<file path="src/rtl/pmu_pkg.sv">
// Package: shared encodings of the power management register block.
// Assumes 32-bit registers and the fixed word map used by pmu_regfile.
package pmu_pkg;

    localparam int REG_W = 32;

    // Opcode of the apply-configuration command
    localparam logic [7:0] OP_APPLY_CFG = 8'h01;

    typedef enum logic [1:0] {
        MODE_NONE    = 2'd0,
        MODE_IMMED   = 2'd1,
        MODE_DELAYED = 2'd2,
        MODE_TRIGGER = 2'd3
    } cmd_mode_e;

    typedef enum logic [7:0] {
        CAUSE_NONE      = 8'd0,
        CAUSE_DONE      = 8'd1,
        CAUSE_CMD_ERR   = 8'd2,
        CAUSE_WAKE      = 8'd3,
        CAUSE_PWR_ERR   = 8'd4,
        CAUSE_IDLE_ERR  = 8'd5,
        CAUSE_NO_DEEP   = 8'd6,
        CAUSE_TRIG_ERR  = 8'd7,
        CAUSE_INACTIVE  = 8'd8
    } irq_cause_e;

    // Command word layout: mode[10:9], completion request[8], opcode[7:0]
    typedef struct packed {
        cmd_mode_e   mode;
        logic        ioc;
        logic [7:0]  op;
    } cmd_word_t;

    // Word indices (byte address / 4) of the fixed registers
    localparam int IDX_STS  = 0;
    localparam int IDX_CMD  = 1;
    localparam int IDX_ICS  = 2;
    localparam int IDX_WAKE = 4;

endpackage

</file>
<file path="src/rtl/pmu_cmd_engine.sv">
// Module: command engine. Decodes writes to the command word, runs the
// busy period and flags the edge where the state copy happens.
// Assumes BUSY_CYCLES >= 1; commands written while busy are rejected.
module pmu_cmd_engine
    import pmu_pkg::*;
#(
    parameter int BUSY_CYCLES  = 8,
    parameter int DELAY_CYCLES = 4
) (
    input  logic      clk,
    input  logic      rst_n,
    input  logic      cmd_we,
    input  cmd_word_t cmd_in,
    output logic      busy_o,
    output logic      done_o,
    output logic      complete_o,
    output logic      ev_done_o,
    output logic      ev_err_o,
    output logic      ev_trig_o,
    output cmd_word_t cmd_q_o
);

    localparam int LONGEST = BUSY_CYCLES + DELAY_CYCLES;
    localparam int CNT_W   = (LONGEST > 1) ? $clog2(LONGEST) : 1;

    logic             busy_q;
    logic             done_q;
    logic             ioc_q;
    logic [CNT_W-1:0] cnt_q;
    cmd_word_t        cmd_q;

    logic active, accept, reject_busy, bad_op, trig_mode, complete;

    // Classify the incoming command write
    always_comb begin
        active      = cmd_we && (cmd_in.mode != MODE_NONE);
        reject_busy = active && busy_q;
        bad_op      = active && !busy_q && (cmd_in.op != OP_APPLY_CFG);
        trig_mode   = active && !busy_q && (cmd_in.op == OP_APPLY_CFG)
                      && (cmd_in.mode == MODE_TRIGGER);
        accept      = active && !busy_q && (cmd_in.op == OP_APPLY_CFG)
                      && (cmd_in.mode != MODE_TRIGGER);
        complete    = busy_q && (cnt_q == '0);
    end

    // Busy period counter and accepted-command latch
    always_ff @(posedge clk) begin
        if (!rst_n) begin
            busy_q <= 1'b0;
            cnt_q  <= '0;
            ioc_q  <= 1'b0;
            cmd_q  <= '0;
        end else if (accept) begin
            busy_q <= 1'b1;
            ioc_q  <= cmd_in.ioc;
            cmd_q  <= cmd_in;
            cnt_q  <= (cmd_in.mode == MODE_DELAYED) ? CNT_W'(LONGEST - 1)
                                                    : CNT_W'(BUSY_CYCLES - 1);
        end else if (complete) begin
            busy_q <= 1'b0;
        end else if (busy_q) begin
            cnt_q  <= cnt_q - 1'b1;
        end
    end

    // One-cycle completion strobe
    always_ff @(posedge clk) begin
        if (!rst_n) done_q <= 1'b0;
        else        done_q <= complete;
    end

    assign busy_o     = busy_q;
    assign done_o     = done_q;
    assign complete_o = complete;
    assign ev_done_o  = complete && ioc_q;
    assign ev_err_o   = reject_busy || bad_op;
    assign ev_trig_o  = trig_mode;
    assign cmd_q_o    = cmd_q;

    AST_BUSY_HOLDS: assert property (@(posedge clk) disable iff (!rst_n)
        (busy_q && cnt_q != '0) |=> busy_q);
    AST_DONE_ON_FALL: assert property (@(posedge clk) disable iff (!rst_n)
        $fell(busy_q) |-> done_q);
    AST_DONE_SINGLE: assert property (@(posedge clk) disable iff (!rst_n)
        done_q |=> !done_q);
    AST_REJECT_KEEPS_CMD: assert property (@(posedge clk) disable iff (!rst_n)
        (cmd_we && busy_q) |=> $stable(cmd_q));
    AST_IDLE_NO_START: assert property (@(posedge clk) disable iff (!rst_n)
        (!busy_q && (!cmd_we || cmd_in.mode == MODE_NONE)) |=> !busy_q);

endmodule

</file>
<file path="src/rtl/pmu_state_bank.sv">
// Module: per-subsystem power state words. Control words are written by
// software; status words load all control words at the completion edge.
// Assumes 2 bits per subsystem packed 16 per word.
module pmu_state_bank
    import pmu_pkg::*;
#(
    parameter int NUM_WORDS = 4
) (
    input  logic                              clk,
    input  logic                              rst_n,
    input  logic [NUM_WORDS-1:0]              ctrl_we,
    input  logic [REG_W-1:0]                  wdata,
    input  logic                              complete_i,
    output logic [NUM_WORDS-1:0][REG_W-1:0]   ctrl_o,
    output logic [NUM_WORDS-1:0][REG_W-1:0]   stat_o
);

    logic [NUM_WORDS-1:0][REG_W-1:0] ctrl_q;
    logic [NUM_WORDS-1:0][REG_W-1:0] stat_q;

    for (genvar g = 0; g < NUM_WORDS; g++) begin : g_word
        // Requested states, written by software
        always_ff @(posedge clk) begin
            if (!rst_n)          ctrl_q[g] <= '1;
            else if (ctrl_we[g]) ctrl_q[g] <= wdata;
        end

        // Reported states, loaded when a command completes
        always_ff @(posedge clk) begin
            if (!rst_n)          stat_q[g] <= '1;
            else if (complete_i) stat_q[g] <= ctrl_q[g];
        end
    end

    assign ctrl_o = ctrl_q;
    assign stat_o = stat_q;

    AST_STAT_HOLD: assert property (@(posedge clk) disable iff (!rst_n)
        !complete_i |=> $stable(stat_q));
    AST_STAT_COPY: assert property (@(posedge clk) disable iff (!rst_n)
        complete_i |=> (stat_q == $past(ctrl_q)));

endmodule

</file>
<file path="src/rtl/pmu_wake_unit.sv">
// Module: wake enables and sticky wake status with write-one-to-clear.
// Assumes level wake inputs synchronous to clk; reports newly set bits.
module pmu_wake_unit
    import pmu_pkg::*;
#(
    parameter int NUM_WORDS = 2
) (
    input  logic                              clk,
    input  logic                              rst_n,
    input  logic [NUM_WORDS-1:0]              en_we,
    input  logic [NUM_WORDS-1:0]              sts_we,
    input  logic [REG_W-1:0]                  wdata,
    input  logic [NUM_WORDS*REG_W-1:0]        src_i,
    output logic [NUM_WORDS-1:0][REG_W-1:0]   en_o,
    output logic [NUM_WORDS-1:0][REG_W-1:0]   sts_o,
    output logic                              ev_wake_o
);

    logic [NUM_WORDS-1:0][REG_W-1:0] en_q;
    logic [NUM_WORDS-1:0][REG_W-1:0] sts_q;
    logic [NUM_WORDS-1:0][REG_W-1:0] hit;
    logic [NUM_WORDS-1:0]            fresh;

    for (genvar g = 0; g < NUM_WORDS; g++) begin : g_word
        logic [REG_W-1:0] clr_mask;

        // Enabled wake inputs for this word and clear mask of this write
        always_comb begin
            hit[g]   = src_i[g*REG_W +: REG_W] & en_q[g];
            fresh[g] = |(hit[g] & ~sts_q[g]);
            clr_mask = sts_we[g] ? wdata : '0;
        end

        // Wake enable word
        always_ff @(posedge clk) begin
            if (!rst_n)        en_q[g] <= '0;
            else if (en_we[g]) en_q[g] <= wdata;
        end

        // Sticky status: set wins over clear
        always_ff @(posedge clk) begin
            if (!rst_n) sts_q[g] <= '0;
            else        sts_q[g] <= (sts_q[g] & ~clr_mask) | hit[g];
        end

        AST_WAKE_STICKY: assert property (@(posedge clk) disable iff (!rst_n)
            !sts_we[g] |=> ((sts_q[g] & $past(sts_q[g])) == $past(sts_q[g])));
    end

    assign en_o      = en_q;
    assign sts_o     = sts_q;
    assign ev_wake_o = |fresh;

endmodule

</file>
<file path="src/rtl/pmu_irq_ctrl.sv">
// Module: interrupt cause, enable, pending and software bits.
// Assumes events are single-cycle; the largest cause code of an edge wins.
module pmu_irq_ctrl
    import pmu_pkg::*;
(
    input  logic       clk,
    input  logic       rst_n,
    input  logic       ev_done_i,
    input  logic       ev_err_i,
    input  logic       ev_wake_i,
    input  logic       ev_trig_i,
    input  logic       ics_we,
    input  logic [2:0] ics_wdata,
    output logic       ie_o,
    output logic       pend_o,
    output logic       sw_o,
    output logic [7:0] cause_o,
    output logic       irq_o
);

    logic       ie_q, pend_q, sw_q;
    irq_cause_e cause_q;
    irq_cause_e new_cause;
    logic       any_ev;
    logic       clr_req;

    // Pick the largest cause code among this edge's events
    always_comb begin
        any_ev  = ev_done_i || ev_err_i || ev_wake_i || ev_trig_i;
        clr_req = ics_we && ics_wdata[1];
        if (ev_trig_i)      new_cause = CAUSE_TRIG_ERR;
        else if (ev_wake_i) new_cause = CAUSE_WAKE;
        else if (ev_err_i)  new_cause = CAUSE_CMD_ERR;
        else if (ev_done_i) new_cause = CAUSE_DONE;
        else                new_cause = CAUSE_NONE;
    end

    // Cause and pending: a recorded event beats a clear request
    always_ff @(posedge clk) begin
        if (!rst_n) begin
            cause_q <= CAUSE_NONE;
            pend_q  <= 1'b0;
        end else if (ie_q && any_ev) begin
            cause_q <= new_cause;
            pend_q  <= 1'b1;
        end else if (clr_req) begin
            pend_q  <= 1'b0;
        end
    end

    // Enable and software bits are plain read/write
    always_ff @(posedge clk) begin
        if (!rst_n) begin
            ie_q <= 1'b0;
            sw_q <= 1'b0;
        end else if (ics_we) begin
            ie_q <= ics_wdata[0];
            sw_q <= ics_wdata[2];
        end
    end

    assign ie_o    = ie_q;
    assign pend_o  = pend_q;
    assign sw_o    = sw_q;
    assign cause_o = cause_q;
    assign irq_o   = ie_q && (pend_q || sw_q);

    AST_PEND_HAS_CAUSE: assert property (@(posedge clk) disable iff (!rst_n)
        pend_q |-> (cause_q != CAUSE_NONE));
    AST_EVENT_PENDS: assert property (@(posedge clk) disable iff (!rst_n)
        (ie_q && any_ev) |=> pend_q);
    AST_CLEAR_DROPS: assert property (@(posedge clk) disable iff (!rst_n)
        (clr_req && !(ie_q && any_ev)) |=> !pend_q);
    AST_MASKED_QUIET: assert property (@(posedge clk) disable iff (!rst_n)
        (!ie_q && !pend_q) |=> !pend_q);

endmodule

</file>
<file path="src/rtl/pmu_regfile.sv">
// Module: top of the power management register block. Decodes the word
// address, routes writes to the sub-units and multiplexes read data.
// Assumes word-aligned accesses; others are ignored and read as zero.
module pmu_regfile
    import pmu_pkg::*;
#(
    parameter int NUM_SUBSYS   = 64,
    parameter int WAKE_REGS    = 2,
    parameter int BUSY_CYCLES  = 8,
    parameter int DELAY_CYCLES = 4,
    parameter int ADDR_W       = 8
) (
    input  logic                        clk,
    input  logic                        rst_n,
    input  logic                        bus_we,
    input  logic [ADDR_W-1:0]           bus_addr,
    input  logic [REG_W-1:0]            bus_wdata,
    output logic [REG_W-1:0]            bus_rdata,
    input  logic [WAKE_REGS*REG_W-1:0]  wake_src,
    output logic                        irq,
    output logic                        cmd_done
);

    localparam int STATE_REGS = (NUM_SUBSYS * 2) / REG_W;
    localparam int IDX_W      = ADDR_W - 2;
    localparam int IDX_WSTS   = IDX_WAKE + WAKE_REGS;
    localparam int IDX_CTRL   = 8;
    localparam int IDX_STAT   = IDX_CTRL + STATE_REGS;

    logic             aligned;
    logic [IDX_W-1:0] widx;
    logic             cmd_we, ics_we;
    logic [WAKE_REGS-1:0]  wen_we, wsts_we;
    logic [STATE_REGS-1:0] ctrl_we;

    logic      busy, complete, ev_done, ev_err, ev_trig, ev_wake;
    cmd_word_t cmd_q;
    logic      ie, pend, sw;
    logic [7:0] cause;
    logic [WAKE_REGS-1:0][REG_W-1:0]  wen, wsts;
    logic [STATE_REGS-1:0][REG_W-1:0] ctrl, stat;

    // Address split and fixed-word write strobes
    always_comb begin
        aligned = (bus_addr[1:0] == 2'b00);
        widx    = bus_addr[ADDR_W-1:2];
        cmd_we  = bus_we && aligned && (widx == IDX_W'(IDX_CMD));
        ics_we  = bus_we && aligned && (widx == IDX_W'(IDX_ICS));
    end

    for (genvar g = 0; g < WAKE_REGS; g++) begin : g_wake_dec
        assign wen_we[g]  = bus_we && aligned && (widx == IDX_W'(IDX_WAKE + g));
        assign wsts_we[g] = bus_we && aligned && (widx == IDX_W'(IDX_WSTS + g));
    end

    for (genvar g = 0; g < STATE_REGS; g++) begin : g_state_dec
        assign ctrl_we[g] = bus_we && aligned && (widx == IDX_W'(IDX_CTRL + g));
    end

    pmu_cmd_engine #(
        .BUSY_CYCLES (BUSY_CYCLES),
        .DELAY_CYCLES(DELAY_CYCLES)
    ) u_cmd (
        .clk       (clk),
        .rst_n     (rst_n),
        .cmd_we    (cmd_we),
        .cmd_in    (cmd_word_t'(bus_wdata[10:0])),
        .busy_o    (busy),
        .done_o    (cmd_done),
        .complete_o(complete),
        .ev_done_o (ev_done),
        .ev_err_o  (ev_err),
        .ev_trig_o (ev_trig),
        .cmd_q_o   (cmd_q)
    );

    pmu_state_bank #(
        .NUM_WORDS(STATE_REGS)
    ) u_state (
        .clk       (clk),
        .rst_n     (rst_n),
        .ctrl_we   (ctrl_we),
        .wdata     (bus_wdata),
        .complete_i(complete),
        .ctrl_o    (ctrl),
        .stat_o    (stat)
    );

    pmu_wake_unit #(
        .NUM_WORDS(WAKE_REGS)
    ) u_wake (
        .clk      (clk),
        .rst_n    (rst_n),
        .en_we    (wen_we),
        .sts_we   (wsts_we),
        .wdata    (bus_wdata),
        .src_i    (wake_src),
        .en_o     (wen),
        .sts_o    (wsts),
        .ev_wake_o(ev_wake)
    );

    pmu_irq_ctrl u_irq (
        .clk      (clk),
        .rst_n    (rst_n),
        .ev_done_i(ev_done),
        .ev_err_i (ev_err),
        .ev_wake_i(ev_wake),
        .ev_trig_i(ev_trig),
        .ics_we   (ics_we),
        .ics_wdata(bus_wdata[10:8]),
        .ie_o     (ie),
        .pend_o   (pend),
        .sw_o     (sw),
        .cause_o  (cause),
        .irq_o    (irq)
    );

    // Read multiplexer over all mapped words
    always_comb begin
        bus_rdata = '0;
        if (aligned) begin
            if (widx == IDX_W'(IDX_STS)) bus_rdata = {23'd0, busy, 8'd0};
            if (widx == IDX_W'(IDX_CMD)) bus_rdata = {21'd0, cmd_q};
            if (widx == IDX_W'(IDX_ICS)) bus_rdata = {21'd0, sw, pend, ie, cause};
            for (int r = 0; r < WAKE_REGS; r++) begin
                if (widx == IDX_W'(IDX_WAKE + r)) bus_rdata = wen[r];
                if (widx == IDX_W'(IDX_WSTS + r)) bus_rdata = wsts[r];
            end
            for (int r = 0; r < STATE_REGS; r++) begin
                if (widx == IDX_W'(IDX_CTRL + r)) bus_rdata = ctrl[r];
                if (widx == IDX_W'(IDX_STAT + r)) bus_rdata = stat[r];
            end
        end
    end

    AST_UNALIGNED_ZERO: assert property (@(posedge clk) disable iff (!rst_n)
        !aligned |-> (bus_rdata == '0));
    AST_IRQ_NEEDS_ENABLE: assert property (@(posedge clk) disable iff (!rst_n)
        irq |-> ie);

endmodule

</file>
<file path="config.mk">
export PLATFORM = sky130hd
export DESIGN_NAME = pmu_regfile
export DESIGN_NICKNAME = d
export VERILOG_FILES = /design/src/rtl/pmu_pkg.sv /design/src/rtl/pmu_cmd_engine.sv /design/src/rtl/pmu_state_bank.sv /design/src/rtl/pmu_wake_unit.sv /design/src/rtl/pmu_irq_ctrl.sv /design/src/rtl/pmu_regfile.sv
export SDC_FILE = /design/constraint.sdc
export NUM_CORES = 1
export LEC_CHECK = 0
export BUFFER_PORTS_ARGS = -buffer_cell sky130_fd_sc_hd__buf_4
export CELL_PAD_IN_SITES_DETAIL_PLACEMENT = 2
export CELL_PAD_IN_SITES_GLOBAL_PLACEMENT = 2
export CORE_MARGIN = 8
export CORE_UTILIZATION = 33
export DETAILED_ROUTE_END_ITERATION = 7
export HOLD_SLACK_MARGIN = 0.02
export PLACE_DENSITY = 0.78
export SLEW_MARGIN = 10
export SYNTH_ARGS = -nofsm -noshare
export SYNTH_HDL_FRONTEND = slang
export SYNTH_HIERARCHICAL = 1
export SYNTH_SLANG_ARGS = --single-unit
</file>
<file path="constraint.sdc">
create_clock -name clk -period 3.85 [get_ports clk]
set_clock_uncertainty 0.2 [all_clocks]
set_input_delay 0.77 -clock clk [delete_from_list [all_inputs] [get_ports clk]]
set_output_delay 0.77 -clock clk [all_outputs]
set_load 0.02 [all_outputs]
</file>
==> summary.md <==
| Metric | Value |
|---|---|
| Largest stage delay, worst path | `580 ps` |
| FMAX | `262 MHz` |
| Seq/Total Area, Yosys | `43.2%` |
| Worst skew pair latency | `600 ps` |
| Total Routed Length | `78800 um` |
| Worst vdd ir | `0.000263 V` |
| Core area | `56400 sq um` |
| Final min period | `3820 ps` |
| Critical path type | `primary input to primary output` |
| CTS Root Buffer Type | `clkbuf_16` |
| Synth top area share | `43.2%` |
| Crit end category | `primary output` |
| YS warnings | `6` |
| Worst path required time | `2880 ps` |
| Hold Startpoint | `wake_src[55]` |
| Drc violations | `0` |
| Antenna Cells | `0` |
| Initial Util | `33.4%` |
| Util after Layout | `40.3%` |
| Max-slew headroom | `56.8%` |
| Pint | `7.10 mW` |
| Post-DP HPWL | `53400 um` |
| Yosys top cell by area | `dfxtp_1` |
| Comb pwr share | `5.9%` |
| Final Non-Filler Cells | `2895` |
| Asr flop ratio synth | `0%` |
| Die Area | `65000 sq um` |
| Syn_area_per_cell | `9.62 sq um` |
| Area Overhead vs Synth | `20.5%` |
| Critical path's slowest cell | `or4b_4` |
| Final hold violations | `0` |
| Number of global-route vias before repair | `18231` |
| Post-layout net count | `2214` |
| CP cell instances | `buf_6, or4b_4, nor3_4, buf_12, a222oi_1, a211o_1, a31oi_1, buf_4` |
| Pin count of the biggest net entering global routing | `124` |
| CTS tree | `done` |
| EDFF count, synth | `0` |
| Gpl congestion | `0.838` |
| Status | `finished, final reports clean` |
| Worst r2r src | `u_wake/sts_o[8]` |
| Antenna violations before repair | `1` |
| WP buf/inv | `3` |
| Final setup violation count | `0` |
| Synth area leaders | `dfxtp_1, mux2i_1, nand2_1, a22oi_1, nor2b_1` |
| TritonCTS Buffers | `44` |
| Ratio of cells with drive above 1 in the final layout | `18.4%` |
| Remaining global-route overflow | `0` |
| Crit path DAT | `2850 ps` |
| Hold crit path type | `primary input to register` |
| Number of hold buffers added after cts | `0` |
| GRT Overall Usage | `23.5%` |
| Worst-margin pin slew | `648 ps` |
| Buffer depth of the longest clock path | `3` |
| Number of vias after detailed routing | `16457` |
| Leakage power | `7.43 nW` |
| Wirelength per Cell | `27.2 um` |
| PwrDens | `410 nW/um^2` |
| First-pass GRT wire length | `117000 um` |
| Post-Syn Instances | `1959` |
| Tcrit/Tclk final | `99.1%` |
| Most common flop cell mapped by yosys | `dfxtp_1` |
| CTS Sinks | `407` |
| Psw | `2.20 mW` |
| 1st-iter DRT viols | `1194` |
| Port Buffers | `140` |
| Num ports | `141` |
| Top-count cell post-synth | `dfxtp_1` |
| Vias/cell | `5.68` |
| Post-route ant nets | `0` |
| Worst-path clk slew | `60 ps` |
| CP startpoint | `bus_addr[7]` |
| Seq cells post-synth | `407` |
| Max-slew violations | `0` |
| Drt first pass iters | `7` |
| Die Wd | `255 um` |
| Syn Std Cell Area | `18800 sq um` |
| RSZ-0062 raised after global routing | `true` |
| Dpl cells | `2811` |
| MaxCap Viol Count | `0` |
| Rows | `87` |
| Maximum fanout along the worst path | `24` |
| Synth unique cells | `68` |
| Clock power frac | `48.8%` |
| H-tree levels | `2` |
| Critical path startpoint category | `primary input` |
| Top cells by count, synth | `dfxtp_1, nand2_1, mux2i_1` |
| Switching Share | `23.6%` |
| Die span in y | `255 um` |
| CP delay by family, top | `compound AO/OA/AOI/OAI gates` |
| Sequential Power Share | `45.3%` |
[per-layer routing]
layer	vias to the layer above	share of wire (%)	wire length, um	track usage (%)
met4	2	3.4	2660	9.13
li1	7366	-	-	-
met2	462	47	37400	38.8
met1	8492	44	34900	30.4
met3	135	4.9	3900	4.21
met5	-	0.025	20	0
[flip-flops by register name (all words and copies together), names as in the netlist]
name / flops
u_cmd/busy_o: 1
u_cmd/cmd_q_o: 11
u_cmd/cnt_q: 4
u_cmd/done_o: 1
u_irq/cause_o: 3
u_irq/ie_o: 1
u_irq/pend_o: 1
u_irq/sw_o: 1
u_state/ctrl_o: 128
u_state/stat_o: 128
u_wake/en_o: 64
u_wake/sts_o: 64
[final cells by class]
cell class	instances	area (sq um)
Clock inverter	15	193
Timing Repair Buffer	246	2190
Sequential cell	407	8150
Multi-Input combinational cell	1399	9860
Inverter	7	26.3
Tap cell	756	946
Clock buffer	65	1340
Fill cell	6131	33700
[per-stage QoR]
step,setup WS (ps),cell area (sq um),total power [mW],TNS [ps],hold WS (ps)
floorplan,210,18900,4.52,0,225
global placement,-12.5,21000,4.82,-12.5,249
detailed placement,-77.1,21000,4.83,-178,260
CTS,3.25,22500,9.36,0,244
global route,-53.9,22700,9.56,-131,280
finish,33.1,22700,9.30,0,275
[cells by family (layout without fill, tap and decap cells)]
family	after synthesis	after routing	share of synthesized area [%]
and+or+nand+nor	646	646	16.8
DFF	407	407	43.2
AOI/OAI and AO/OA	389	389	15.2
muxes	355	355	19.0
buffers and inverters	157	333	5.44
adders and majority gates	2	2	0.133
xor gates and xnor gates	2	2	0.0930
other	1	5	0.0199
[power groups by stage]
stage                     logic [mW]  clock network [mW]  registers [mW]
after floorplan                0.212                   0            4.31
after global placement         0.514                   0            4.31
after detailed placement       0.524                   0            4.31
after CTS                      0.532                4.61            4.22
after global routing           0.569                4.77            4.21
final                          0.545                4.54            4.22
[tightest hold or removal path: cells and delay by family]
family          cells  cell delay [ps]
compound gates      1               80
simple gates        1              100
buf+inv             1               90
[final timing paths]
kind                                           end  slack, ps  cells past startpoint
worst max-delay path                 bus_rdata[21]         30                      8
worst min-delay path              u_wake/sts_o[55]        270                      3
worst max register to register    u_irq/cause_o[2]       1170                      6
worst min register to register  u_state/stat_o[92]        280                      2
[cells in the final DEF (no fill, tap or decap), types with 6 or more instances in the layout]
master / count
o2111ai_1: 16
buf_12: 23
clkbuf_1: 7
mux2i_1: 326
a22o_1: 32
buf_4: 209
o22ai_1: 31
buf_6: 12
a222oi_1: 20
clkbuf_16: 46
o21ai_0: 28
mux2_1: 7
dfxtp_1: 407
a221oi_1: 6
nor2b_1: 114
o211ai_1: 11
a21oi_1: 40
nor3_1: 6
nand3b_1: 48
mux2_2: 22
o221ai_1: 21
nor2_4: 6
a2111oi_0: 7
a21boi_0: 16
a31oi_1: 14
a31oi_2: 8
a22oi_1: 95
nor2_1: 33
clkbuf_8: 12
nor4_1: 7
a211o_1: 18
nand2_1: 380
inv_1: 6
clkinv_2: 8
[timing repair]
item | 4_1_cts | 5_1_grt
pin swaps | 6 | 6
resized for setup | 9 | 30
endpoints found under the setup margin | 11 | 18
setup buffers | 0 | 4
Note: power is estimated with default switching activity, not from simulation.
